==> config.mk <==
export PLATFORM = sky130hd
export DESIGN_NAME = pcseq_top
export DESIGN_NICKNAME = d
export VERILOG_FILES = /design/src/rtl/pcseq_pkg.sv /design/src/rtl/pcseq_arbiter.sv /design/src/rtl/pcseq_stack.sv /design/src/rtl/pcseq_nextpc.sv /design/src/rtl/pcseq_top.sv
export SDC_FILE = /design/constraint.sdc
export NUM_CORES = 1
export LEC_CHECK = 0
export BUFFER_PORTS_ARGS = -buffer_cell sky130_fd_sc_hd__buf_2
export CAP_MARGIN = 20
export CORE_AREA = 3 3 77 79
export DETAILED_ROUTE_END_ITERATION = 16
export DIE_AREA = 0 0 80 82
export PLACE_DENSITY = 0.84
export SYNTH_ARGS = -nofsm -noshare
export SYNTH_HDL_FRONTEND = slang
export SYNTH_SLANG_ARGS = --single-unit
==> constraint.sdc <==
create_clock -name clk -period 2.2 [get_ports clk]
set_clock_uncertainty 0.15 [all_clocks]
set_input_delay 0.44 -clock clk [delete_from_list [all_inputs] [get_ports clk]]
set_output_delay 0.44 -clock clk [all_outputs]
set_load 0.005 [all_outputs]
==> src/rtl/pcseq_pkg.sv <==
package pcseq_pkg;

    localparam int PCSEQ_PC_W    = 11;
    localparam int PCSEQ_LOW_W   = 8;
    localparam int PCSEQ_DEPTH   = 4;

    typedef enum logic [2:0] {
        SRC_SEQ,
        SRC_PCL,
        SRC_TGT,
        SRC_STACK,
        SRC_VEC_EXT,
        SRC_VEC_TMR
    } src_e;

    typedef struct packed {
        src_e src;
        logic push;
        logic pop;
        logic flush;
    } sel_t;

    function automatic sel_t sel_default();
        sel_t s;
        s.src   = SRC_SEQ;
        s.push  = 1'b0;
        s.pop   = 1'b0;
        s.flush = 1'b0;
        return s;
    endfunction

endpackage

==> src/rtl/pcseq_arbiter.sv <==
module pcseq_arbiter
    import pcseq_pkg::*;
(
    input  logic flush_i,
    input  logic skip_i,
    input  logic pcl_wr_i,
    input  logic jump_i,
    input  logic call_i,
    input  logic ret_i,
    input  logic ext_ack_i,
    input  logic tmr_ack_i,
    output sel_t sel_o
);

    always_comb begin
        sel_o = sel_default();
        if (!flush_i) begin
            if (ext_ack_i) begin
                sel_o.src   = SRC_VEC_EXT;
                sel_o.push  = 1'b1;
                sel_o.flush = 1'b1;
            end else if (tmr_ack_i) begin
                sel_o.src   = SRC_VEC_TMR;
                sel_o.push  = 1'b1;
                sel_o.flush = 1'b1;
            end else if (ret_i) begin
                sel_o.src   = SRC_STACK;
                sel_o.pop   = 1'b1;
                sel_o.flush = 1'b1;
            end else if (call_i) begin
                sel_o.src   = SRC_TGT;
                sel_o.push  = 1'b1;
                sel_o.flush = 1'b1;
            end else if (jump_i) begin
                sel_o.src   = SRC_TGT;
                sel_o.flush = 1'b1;
            end else if (pcl_wr_i) begin
                sel_o.src   = SRC_PCL;
                sel_o.flush = 1'b1;
            end else if (skip_i) begin
                sel_o.flush = 1'b1;
            end
        end
    end

endmodule

==> src/rtl/pcseq_stack.sv <==
module pcseq_stack #(
    parameter int W     = 11,
    parameter int DEPTH = 4
) (
    input  logic         clk,
    input  logic         rst,
    input  logic         push_i,
    input  logic         pop_i,
    input  logic [W-1:0] din_i,
    output logic [W-1:0] top_o
);

    localparam int PTR_W = (DEPTH > 1) ? $clog2(DEPTH) : 1;

    logic [W-1:0]     slot_q [DEPTH];
    logic [PTR_W-1:0] ptr_q;
    logic [PTR_W-1:0] ptr_dec;

    assign ptr_dec = ptr_q - PTR_W'(1);
    assign top_o   = slot_q[ptr_dec];

    always_ff @(posedge clk) begin
        if (rst) begin
            ptr_q <= '0;
            for (int i = 0; i < DEPTH; i++) begin
                slot_q[i] <= '0;
            end
        end else if (push_i) begin
            slot_q[ptr_q] <= din_i;
            ptr_q         <= ptr_q + PTR_W'(1);
        end else if (pop_i) begin
            ptr_q <= ptr_dec;
        end
    end

endmodule

==> src/rtl/pcseq_nextpc.sv <==
module pcseq_nextpc
    import pcseq_pkg::*;
#(
    parameter int PC_W    = 11,
    parameter int LOW_W   = 8,
    parameter int EXT_VEC = 4,
    parameter int TMR_VEC = 8
) (
    input  src_e              src_i,
    input  logic [PC_W-1:0]   pc_i,
    input  logic [PC_W-1:0]   target_i,
    input  logic [PC_W-1:0]   stack_top_i,
    input  logic [LOW_W-1:0]  low_i,
    output logic [PC_W-1:0]   next_o
);

    localparam int PAGE_W = PC_W - LOW_W;

    logic [PC_W-1:0] page_jump;

    generate
        if (PAGE_W > 0) begin : g_paged
            assign page_jump = {pc_i[PC_W-1:LOW_W], low_i};
        end else begin : g_flat
            assign page_jump = low_i[PC_W-1:0];
        end
    endgenerate

    always_comb begin
        unique case (src_i)
            SRC_PCL:     next_o = page_jump;
            SRC_TGT:     next_o = target_i;
            SRC_STACK:   next_o = stack_top_i;
            SRC_VEC_EXT: next_o = PC_W'(EXT_VEC);
            SRC_VEC_TMR: next_o = PC_W'(TMR_VEC);
            default:     next_o = pc_i + PC_W'(1);
        endcase
    end

endmodule

==> src/rtl/pcseq_top.sv <==
module pcseq_top
    import pcseq_pkg::*;
#(
    parameter int PC_W      = PCSEQ_PC_W,
    parameter int LOW_W     = PCSEQ_LOW_W,
    parameter int DEPTH     = PCSEQ_DEPTH,
    parameter int RESET_VEC = 0,
    parameter int EXT_VEC   = 4,
    parameter int TMR_VEC   = 8
) (
    input  logic             clk,
    input  logic             rst,
    input  logic             skip_i,
    input  logic             pcl_wr_i,
    input  logic [LOW_W-1:0] pcl_data_i,
    input  logic             jump_i,
    input  logic             call_i,
    input  logic             ret_i,
    input  logic [PC_W-1:0]  target_i,
    input  logic             ext_ack_i,
    input  logic             tmr_ack_i,
    output logic [PC_W-1:0]  pc_o,
    output logic             flush_o
);

    logic [PC_W-1:0] pc_q;
    logic            flush_q;
    logic [PC_W-1:0] pc_next;
    logic [PC_W-1:0] stack_top;
    sel_t            sel;

    pcseq_arbiter u_arb (
        .flush_i   (flush_q),
        .skip_i    (skip_i),
        .pcl_wr_i  (pcl_wr_i),
        .jump_i    (jump_i),
        .call_i    (call_i),
        .ret_i     (ret_i),
        .ext_ack_i (ext_ack_i),
        .tmr_ack_i (tmr_ack_i),
        .sel_o     (sel)
    );

    pcseq_stack #(
        .W     (PC_W),
        .DEPTH (DEPTH)
    ) u_stack (
        .clk    (clk),
        .rst    (rst),
        .push_i (sel.push),
        .pop_i  (sel.pop),
        .din_i  (pc_q),
        .top_o  (stack_top)
    );

    pcseq_nextpc #(
        .PC_W    (PC_W),
        .LOW_W   (LOW_W),
        .EXT_VEC (EXT_VEC),
        .TMR_VEC (TMR_VEC)
    ) u_next (
        .src_i       (sel.src),
        .pc_i        (pc_q),
        .target_i    (target_i),
        .stack_top_i (stack_top),
        .low_i       (pcl_data_i),
        .next_o      (pc_next)
    );

    always_ff @(posedge clk) begin
        if (rst) begin
            pc_q    <= PC_W'(RESET_VEC);
            flush_q <= 1'b1;
        end else begin
            pc_q    <= pc_next;
            flush_q <= sel.flush;
        end
    end

    assign pc_o    = pc_q;
    assign flush_o = flush_q;

endmodule

* Word-level counts from Yosys, hierarchy flattened
Memory sizes are Yosys's and may differ from the RTL's. Index checks and enable logic that the tools add are counted.
Cells by class: add/sub/neg operators 3, reductions and logical operators 2, muxes and demuxes 30, eq/ne operators 5
Operator list (count):
- $pmux W11 S5 | 1
- $mux W1 | 19
- $add A11 B1 Y11 const B | 1
- $mux W11 | 1
- $reduce_or A11 Y1 | 1
- $mux W3 | 3
- $mux W4 | 2
- $eq A3 B2 Y1 const B | 2
- $eq A3 B3 Y1 const B | 2
- $mux W2 | 3
- $mux W6 | 1
- $eq A3 B1 Y1 const B | 1
- $add A2 B1 Y2 const B | 1
- $reduce_bool A2 Y1 | 1
- $sub A2 B1 Y2 const B | 1
Word-level totals: memories 1, register bits 14, logic and storage cells 45, memory bits (writable) 44, bits of input ports 28
Memories:
- u_stack.slot_q | words 4, width 11, read ports 1, clocked after Yosys merged registers in 0, write ports 4, RTL line pcseq_stack.sv:15 | logic [W-1:0] slot_q [DEPTH];

* Depth between registers and ports, before layout
Gate-level depths: netlist (run 1).
word-level depth 13, gate-level depth with buffers 6, mapped depth without buffers 5

* Cells and area by module
A second synthesis (run 1) with hierarchy kept.
Second synthesis, totals: cell total of the unflattened synthesis 258, area total of the unflattened synthesis 2994.1 um^2
By module, submodules not included:
- pcseq_stack | area each 2000.7 um^2, cells an instance 137, instances 1, sequential area each 1361.3 um^2
- pcseq_nextpc | area each 578.1 um^2, cells an instance 84, instances 1, sequential area each 0.0 um^2
- pcseq_top | area each 326.6 um^2, cells an instance 25, instances 1, sequential area each 240.2 um^2
- pcseq_arbiter | area each 88.8 um^2, cells an instance 12, instances 1, sequential area each 0.0 um^2

* Worst setup path after synthesis (run 1)
No wires, ideal clock.
path type input to register, start point input rst, end point memory u_stack.slot_q[0][0], enable pin, setup slack 374 ps, data arrival time 1335 ps, stages on the path 3, buffers on the path 2, path through clkbuf_1 -> clkbuf_1 -> a21o_1
RTL lines:
- from (decl) | RTL line pcseq_top.sv:12 | input logic rst,
- to (decl) | RTL line pcseq_stack.sv:15

==> flow_summary_export.csv, run 1 <==
group,metric,value,unit
synth,synth_edf_count,44,
setup_path,crit_start,"flush_o",
global_routing,grt_pass1_wl,11.4,mm
global_routing,grt_overflow,0,
power,p_per_area,706,mW/mm^2
cells_and_area,diodes,0,
setup_path,path_cells,"buf_4, a211oi_2, and3_1, and2_1",
clocking,root_buffer,"clkbuf_8",
synth,synth_seq_cells,58,
clocking,ctsHoldBuffers,0,
sta,timing.final.crit_share,85.3,%
power,leakage,1.38,nW
route,route.top_layer_used,"met4",
synth,synth.top_cell.area_share,44.5,%
placed_design,dpl.hpwl,5.00,mm
sta,hold_ws,0.206,ns
synth,synth_cells,247,
setup_path,ff2ff_path_depth,4,
synth,yosys_most_used_dff,"edfxtp_1",
setup_path,crit-reg2reg-launch,"flush_o",
synth,syn_area,0.00297,mm^2
route,vias,2268,
setup_path,path_depth,4,
setup_path,cp_top_family,"simple AND/OR/NAND/NOR gates",
floorplan,io_pins,40,
clocking,clock_sinks,58,
placed_design,port_buffers,39,
global_routing,first_global_vias,2238,
sta,worst_slew_pin_slew,0.520,ns
synth,async_flop_share,0,%
sta,layout_min_cycle_time,1.88,ns
sta,setup_violations,0,
floorplan,coreArea,0.00541,mm^2
synth,yosys-top-cells-area,"edfxtp_1, dfxtp_1, and2_1",
route,wl_met2,3.42,mm
setup_path,crit_path_end_kind,"register",
placed_design,gp_congestion,0.841,
setup_path,crit_fanout,11,
route,ant_nets,0,
synth,synthTopCellsByCount,"edfxtp_1, and2_1, and3_1, dfxtp_1",
route,wl,7.33,mm
clocking,cts_tree,"yes",
floorplan,die_x,80,um
clocking,clockBufferDepth,2,
sta,rsz0062_at_grt,"no",
route,drt-initial-drc-count,231,
setup_path,cp.buffers_inverters,1,
route,drc,0,
floorplan,rows,27,
floorplan,dieArea,0.00656,mm^2
setup_path,cp.required,2.26,ns
setup_path,critPathMaxStageDelay,0.48,ns
sta,maxSlewViolCount,0,
sta,max_slew_margin,65.2,%
synth,yosys_warnings,0,
clocking,clkSlewWorstSetupHoldPaths,0.06,ns
sta,fmax,533,MHz
synth,synth_area_leader_cell,"edfxtp_1",
route,via_per_inst,6.08,
setup_path,cp-endpoint,"u_stack.slot_q[1][9]",
clocking,numCtsBuffers,9,
sta,hold_viol,0,
setup_path,start_kind,"register",
setup_path,reg2reg_to,"u_stack.slot_q[1][9]",
cells_and_area,drive_gt1_share,27.2,%
synth,syn_nets,276,
setup_path,criticalPathCategory,"register to register",
synth,synth_cell_types,47,
route,wire_per_inst,19.6,um
cells_and_area,fin_util,64.1,%
route,met3_wirelength,685,um
clocking,h-tree-depth,3,
run,max_cap_violations,0,
cells_and_area,fillCellCount,417,
clocking,cts.repair.resized,0,
synth,post-synth-top-count-cell,"edfxtp_1",
cells_and_area,final_nets,325,
synth,avgSynthCellArea,12.0,um^2
global_routing,grt_antenna_before_repair,0,
min_path,min_path_type,"input pin to register",
cells_and_area,area_delta_synth_final,16.6,%
setup_path,cp_slowest_cell,"and3_1",
global_routing,grt_max_degree,19,
floorplan,die_h,82,um
sta,setup_tns,0,ns
clocking,clk_latency,0.34,ns
synth,ys_seq_area_share,53.9,%
setup_path,regToRegSetupSlack,0.32,ns
power,max-vdd-ir-drop,0.605,mV
setup_path,cp.arrival,1.94,ns
placed_design,placedCellCount,357,
cells_and_area,instances_no_fill,373,
clocking,cts_setup_buffers,0,
floorplan,start_util,55.0,%
status,outcome,"finished clean",
global_routing,gr-usage-all-layers,24.3,%
route,wl_met1,3.06,mm
route,drt-pass1-iter-count,5,
## worst reg2reg max path, delay by kind of cell, from the launching register on
family / cells / cell delay, ns
flops: 1 / 0.41
buf+inv: 1 / 0.20
compound gates: 1 / 0.30
simple gates: 2 / 0.68
## cell type report
class                      count  area [um^2]  share of cell area (%)
tap                           72         90.1                    2.60
inverter                       8         30.0                   0.867
sequential                    58         1600                    46.2
timing repair buffer          55          328                    9.46
multi-input combinational    164         1240                    35.9
clock buffer                  16          170                    4.91
## power breakdown
part	switching [mW]	internal (mW)	leakage, nW
clock network	0.400	0.473	0.0850
logic	0.166	0.138	0.724
registers	0.0338	1.23	0.573
total	0.600	1.84	1.38
## sequential cells by signal, indices dropped and copies added (netlist names)
name,cells
flush_o,1
u_stack.ptr_q,2
pc_o,11
u_stack.slot_q,44
## routing by layer
| layer | vias to the layer above | global-route usage, % |
|---|---|---|
| li1 | 1049 | - |
| met1 | 1081 | 31.4 |
| met2 | 120 | 37.3 |
| met3 | 18 | 6.91 |
| met4 | 0 | 12.5 |
| met5 | - | 0 |
## kinds of logic (layout without fill, tap and decap cells)
| logic type | Yosys count | after routing | share of synthesized area, % |
|---|---|---|---|
| and+or+nand+nor | 93 | 93 | 18.9 |
| DFF | 58 | 58 | 53.9 |
| AOI/OAI and AO/OA | 54 | 54 | 13.4 |
| buffers and inverters | 25 | 79 | 4.21 |
| muxes | 11 | 11 | 7.71 |
| xor gates and xnor gates | 5 | 5 | 1.47 |
| adders and majority gates | 1 | 1 | 0.421 |
## stage by stage
| step | instance area [um^2] | worst slack (ns) | power (mW) |
|---|---|---|---|
| floorplan | 2970 | 0.374 | 1.47 |
| global placement | 3290 | 0.189 | 1.58 |
| detailed placement | 3290 | 0.106 | 1.59 |
| CTS | 3460 | 0.332 | 2.45 |
| global route | 3460 | 0.170 | 2.54 |
| finish | 3460 | 0.323 | 2.44 |
## how the worst min path moves through the flow
stage	cells after the start	endpoint	from
final	3	pc_o[7]	pcl_data_i[7]
after global routing	3	flush_o	skip_i
after CTS	3	pc_o[7]	pcl_data_i[7]
after detailed placement	1	flush_o	flush_o
after global placement	1	flush_o	flush_o
after floorplan	1	pc_o[10]	pc_o[10]
## layout by cell type, fill, tap and decap left out, drive strengths merged, types with 5 or more instances in the layout
cell type	instances
inv	8
clkbuf	16
and3	14
a211oi	6
nor2	5
a21oi	10
nor3	11
a222oi	5
dfxtp	14
xnor2	5
edfxtp	44
and2	34
o21ai	5
nand2	9
mux4	8
buf	55
a31oi	5
No activity file was read; power rests on OpenSTA's default activity.
==> run 2: changes to the inputs <==
CELL_PAD_IN_SITES_DETAIL_PLACEMENT = 1   (was default)
CELL_PAD_IN_SITES_GLOBAL_PLACEMENT = 2   (was default)
CORE_AREA = 3 3 93 95   (was 3 3 77 79)
DIE_AREA = 0 0 96 98   (was 0 0 80 82)
==> run 2 against run 1 <==
- sequential cell count unchanged
- total power up 7.2%
- die area up 43%
- wire length up 8.2%
- cell area up 1.1%
- worst hold slack better by 0.012 ns
- core utilization down 19 points
- register-to-register slack worse by 0.18 ns
- non-clock buffer count down 5
==> flow_summary_export.csv, run 2 (synthesis gave the netlist of run 1 again) <==
group,metric,value,unit
status,outcome,"finished clean",
setup_path,cp_top_family,"simple AND/OR/NAND/NOR gates",
setup_path,crit_path_end_kind,"register",
setup_path,regToRegSetupSlack,0.15,ns
route,drt-initial-drc-count,138,
route,drc,0,
sta,layout_min_cycle_time,2.05,ns
setup_path,crit_start,"u_stack.ptr_q[0]",
cells_and_area,layout_commonest_cell,"edfxtp_1",
setup_path,cp.arrival,1.93,ns
clocking,h-tree-depth,3,
setup_path,cp_slowest_cell,"nor2_1",
setup_path,crit-reg2reg-launch,"u_stack.ptr_q[0]",
route,ant_nets,0,
sta,timing.final.crit_share,93.3,%
sta,hold_viol,0,
placed_design,gp_congestion,0.781,
power,cell_internal_pwr,1.99,mW
power,clock_power_share,40.1,%
route,wire_per_inst,19.9,um
sta,fmax,487,MHz
setup_path,cp.required,2.08,ns
clocking,clockBufferDepth,2,
clocking,cts_setup_buffers,0,
clocking,ctsHoldBuffers,0,
sta,setup_tns,0,ns
min_path,min_path_type,"input pin to register",
setup_path,reg2reg_to,"u_stack.slot_q[0][2]",
sta,maxSlewViolCount,0,
power,leakage,1.37,nW
cells_and_area,diodes,0,
setup_path,start_kind,"register",
route,vias,2197,
setup_path,crit_fanout,23,
sta,worst_slew_pin_slew,0.862,ns
floorplan,coreArea,0.00781,mm^2
global_routing,grt_pass1_wl,12.6,mm
floorplan,dieArea,0.00941,mm^2
floorplan,start_util,38.1,%
power,net-switching-power,0.635,mW
setup_path,cp-endpoint,"u_stack.slot_q[0][2]",
sta,max_slew_margin,42.3,%
clocking,clock_sinks,58,
setup_path,cp.buffers_inverters,2,
power,total_power,2.62,mW
cells_and_area,fillCellCount,856,
setup_path,path_depth,4,
sta,setup_violations,0,
placed_design,port_buffers,39,
floorplan,io_pins,40,
cells_and_area,layout_common_cells,"edfxtp_1, buf_2, and2_1",
floorplan,die_h,98,um
route,via_per_inst,5.52,
power,combPwrFrac,11.4,%
power,max-vdd-ir-drop,0.342,mV
setup_path,critPathMaxStageDelay,0.66,ns
cells_and_area,final_nets,320,
setup_path,criticalPathCategory,"register to register",
clocking,cts.repair.resized,0,
run,max_cap_violations,0,
clocking,root_buffer,"clkbuf_8",
route,wl,7.93,mm
route,drt-pass1-iter-count,5,
cells_and_area,drive_gt1_share,26.7,%
clocking,numCtsBuffers,9,
sta,rsz0062_at_grt,"no",
clocking,cts_tree,"yes",
global_routing,grt_antenna_before_repair,0,
power,p_per_area,749,mW/mm^2
global_routing,first_global_vias,2240,
power,swShare,24.2,%
clocking,clkSlewWorstSetupHoldPaths,0.07,ns
global_routing,grt_max_degree,24,
placed_design,dpl.hpwl,5.65,mm
floorplan,rows,32,
cells_and_area,area_delta_synth_final,17.9,%
clocking,clk_latency,0.33,ns
global_routing,grt_overflow,0,
power,power_frac_seq,48.5,%
cells_and_area,regMostFlops,"u_stack.slot_q",
floorplan,die_x,96,um
global_routing,gr-usage-all-layers,18.0,%
setup_path,path_cells,"buf_12, nor2_1, a21o_1, buf_4",
setup_path,ff2ff_path_depth,4,
cells_and_area,largest_register_ffs,44,
==> run 2: changes by cell type in the layout (fill, tap and decap cells not counted), sizes merged <==
cell	delta
clkinvlp	+1
bufinv	+2
clkbuf	-7
buf	-5
clkinv	+4
==> run 2: final cells by class <==
class	instances	area [um^2]	area share, %
clock inverter	7	83.8	2.39
clock buffer	9	124	3.54
timing repair buffer	50	290	8.29
inverter	8	30.0	0.857
tap	102	128	3.64
multi-input combinational	164	1240	35.5
sequential	58	1600	45.7
==> run 2: metrics by stage <==
step	hold WS, ns	utilization [%]	instances	instance area [um^2]	setup WS, ns
finish	0.217	44.9	398	3500	0.148
CTS	0.205	44.9	398	3500	0.127
floorplan	0.427	-	247	2970	0.374
global route	0.226	44.9	398	3500	0.00803
detailed placement	0.493	42.2	382	3290	0.130
global placement	0.483	42.2	382	3290	0.195
==> run 2: layer usage <==
layer | routed length [um] | share of wire (%) | track usage (%) | up-vias
li1 | - | - | - | 1037
met5 | 0 | 0 | 0 | -
met1 | 3550 | 45 | 24.9 | 1093
met4 | 134 | 1.7 | 7.99 | 0
met2 | 3880 | 49 | 27.8 | 58
met3 | 373 | 4.7 | 2.85 | 9
==> run 2: worst min-delay path by stage <==
stage                     start       end  slack (ns)  depth (start not counted)
floorplan              pc_o[10]  pc_o[10]        0.43                          1
global route        target_i[3]   pc_o[3]        0.23                          3
global placement        flush_o   flush_o        0.48                          2
finish                   skip_i   flush_o        0.22                          3
detailed placement      flush_o   flush_o        0.49                          2
CTS                      skip_i   flush_o        0.21                          3
==> run 2: power groups by stage <==
| stage | Combinational (mW) | Sequential (mW) | Clock (mW) |
|---|---|---|---|
| final | 0.298 | 1.27 | 1.05 |
| after global routing | 0.331 | 1.28 | 1.12 |
| after CTS | 0.302 | 1.27 | 1.07 |
| after detailed placement | 0.300 | 1.30 | 0 |
| after global placement | 0.293 | 1.29 | 0 |
| after floorplan | 0.192 | 1.28 | 0 |
==> run 2: tightest hold or removal path: stages <==
cell      delay, ns
buf_2          0.08
nor4_1         0.04
o21bai_1       0.10
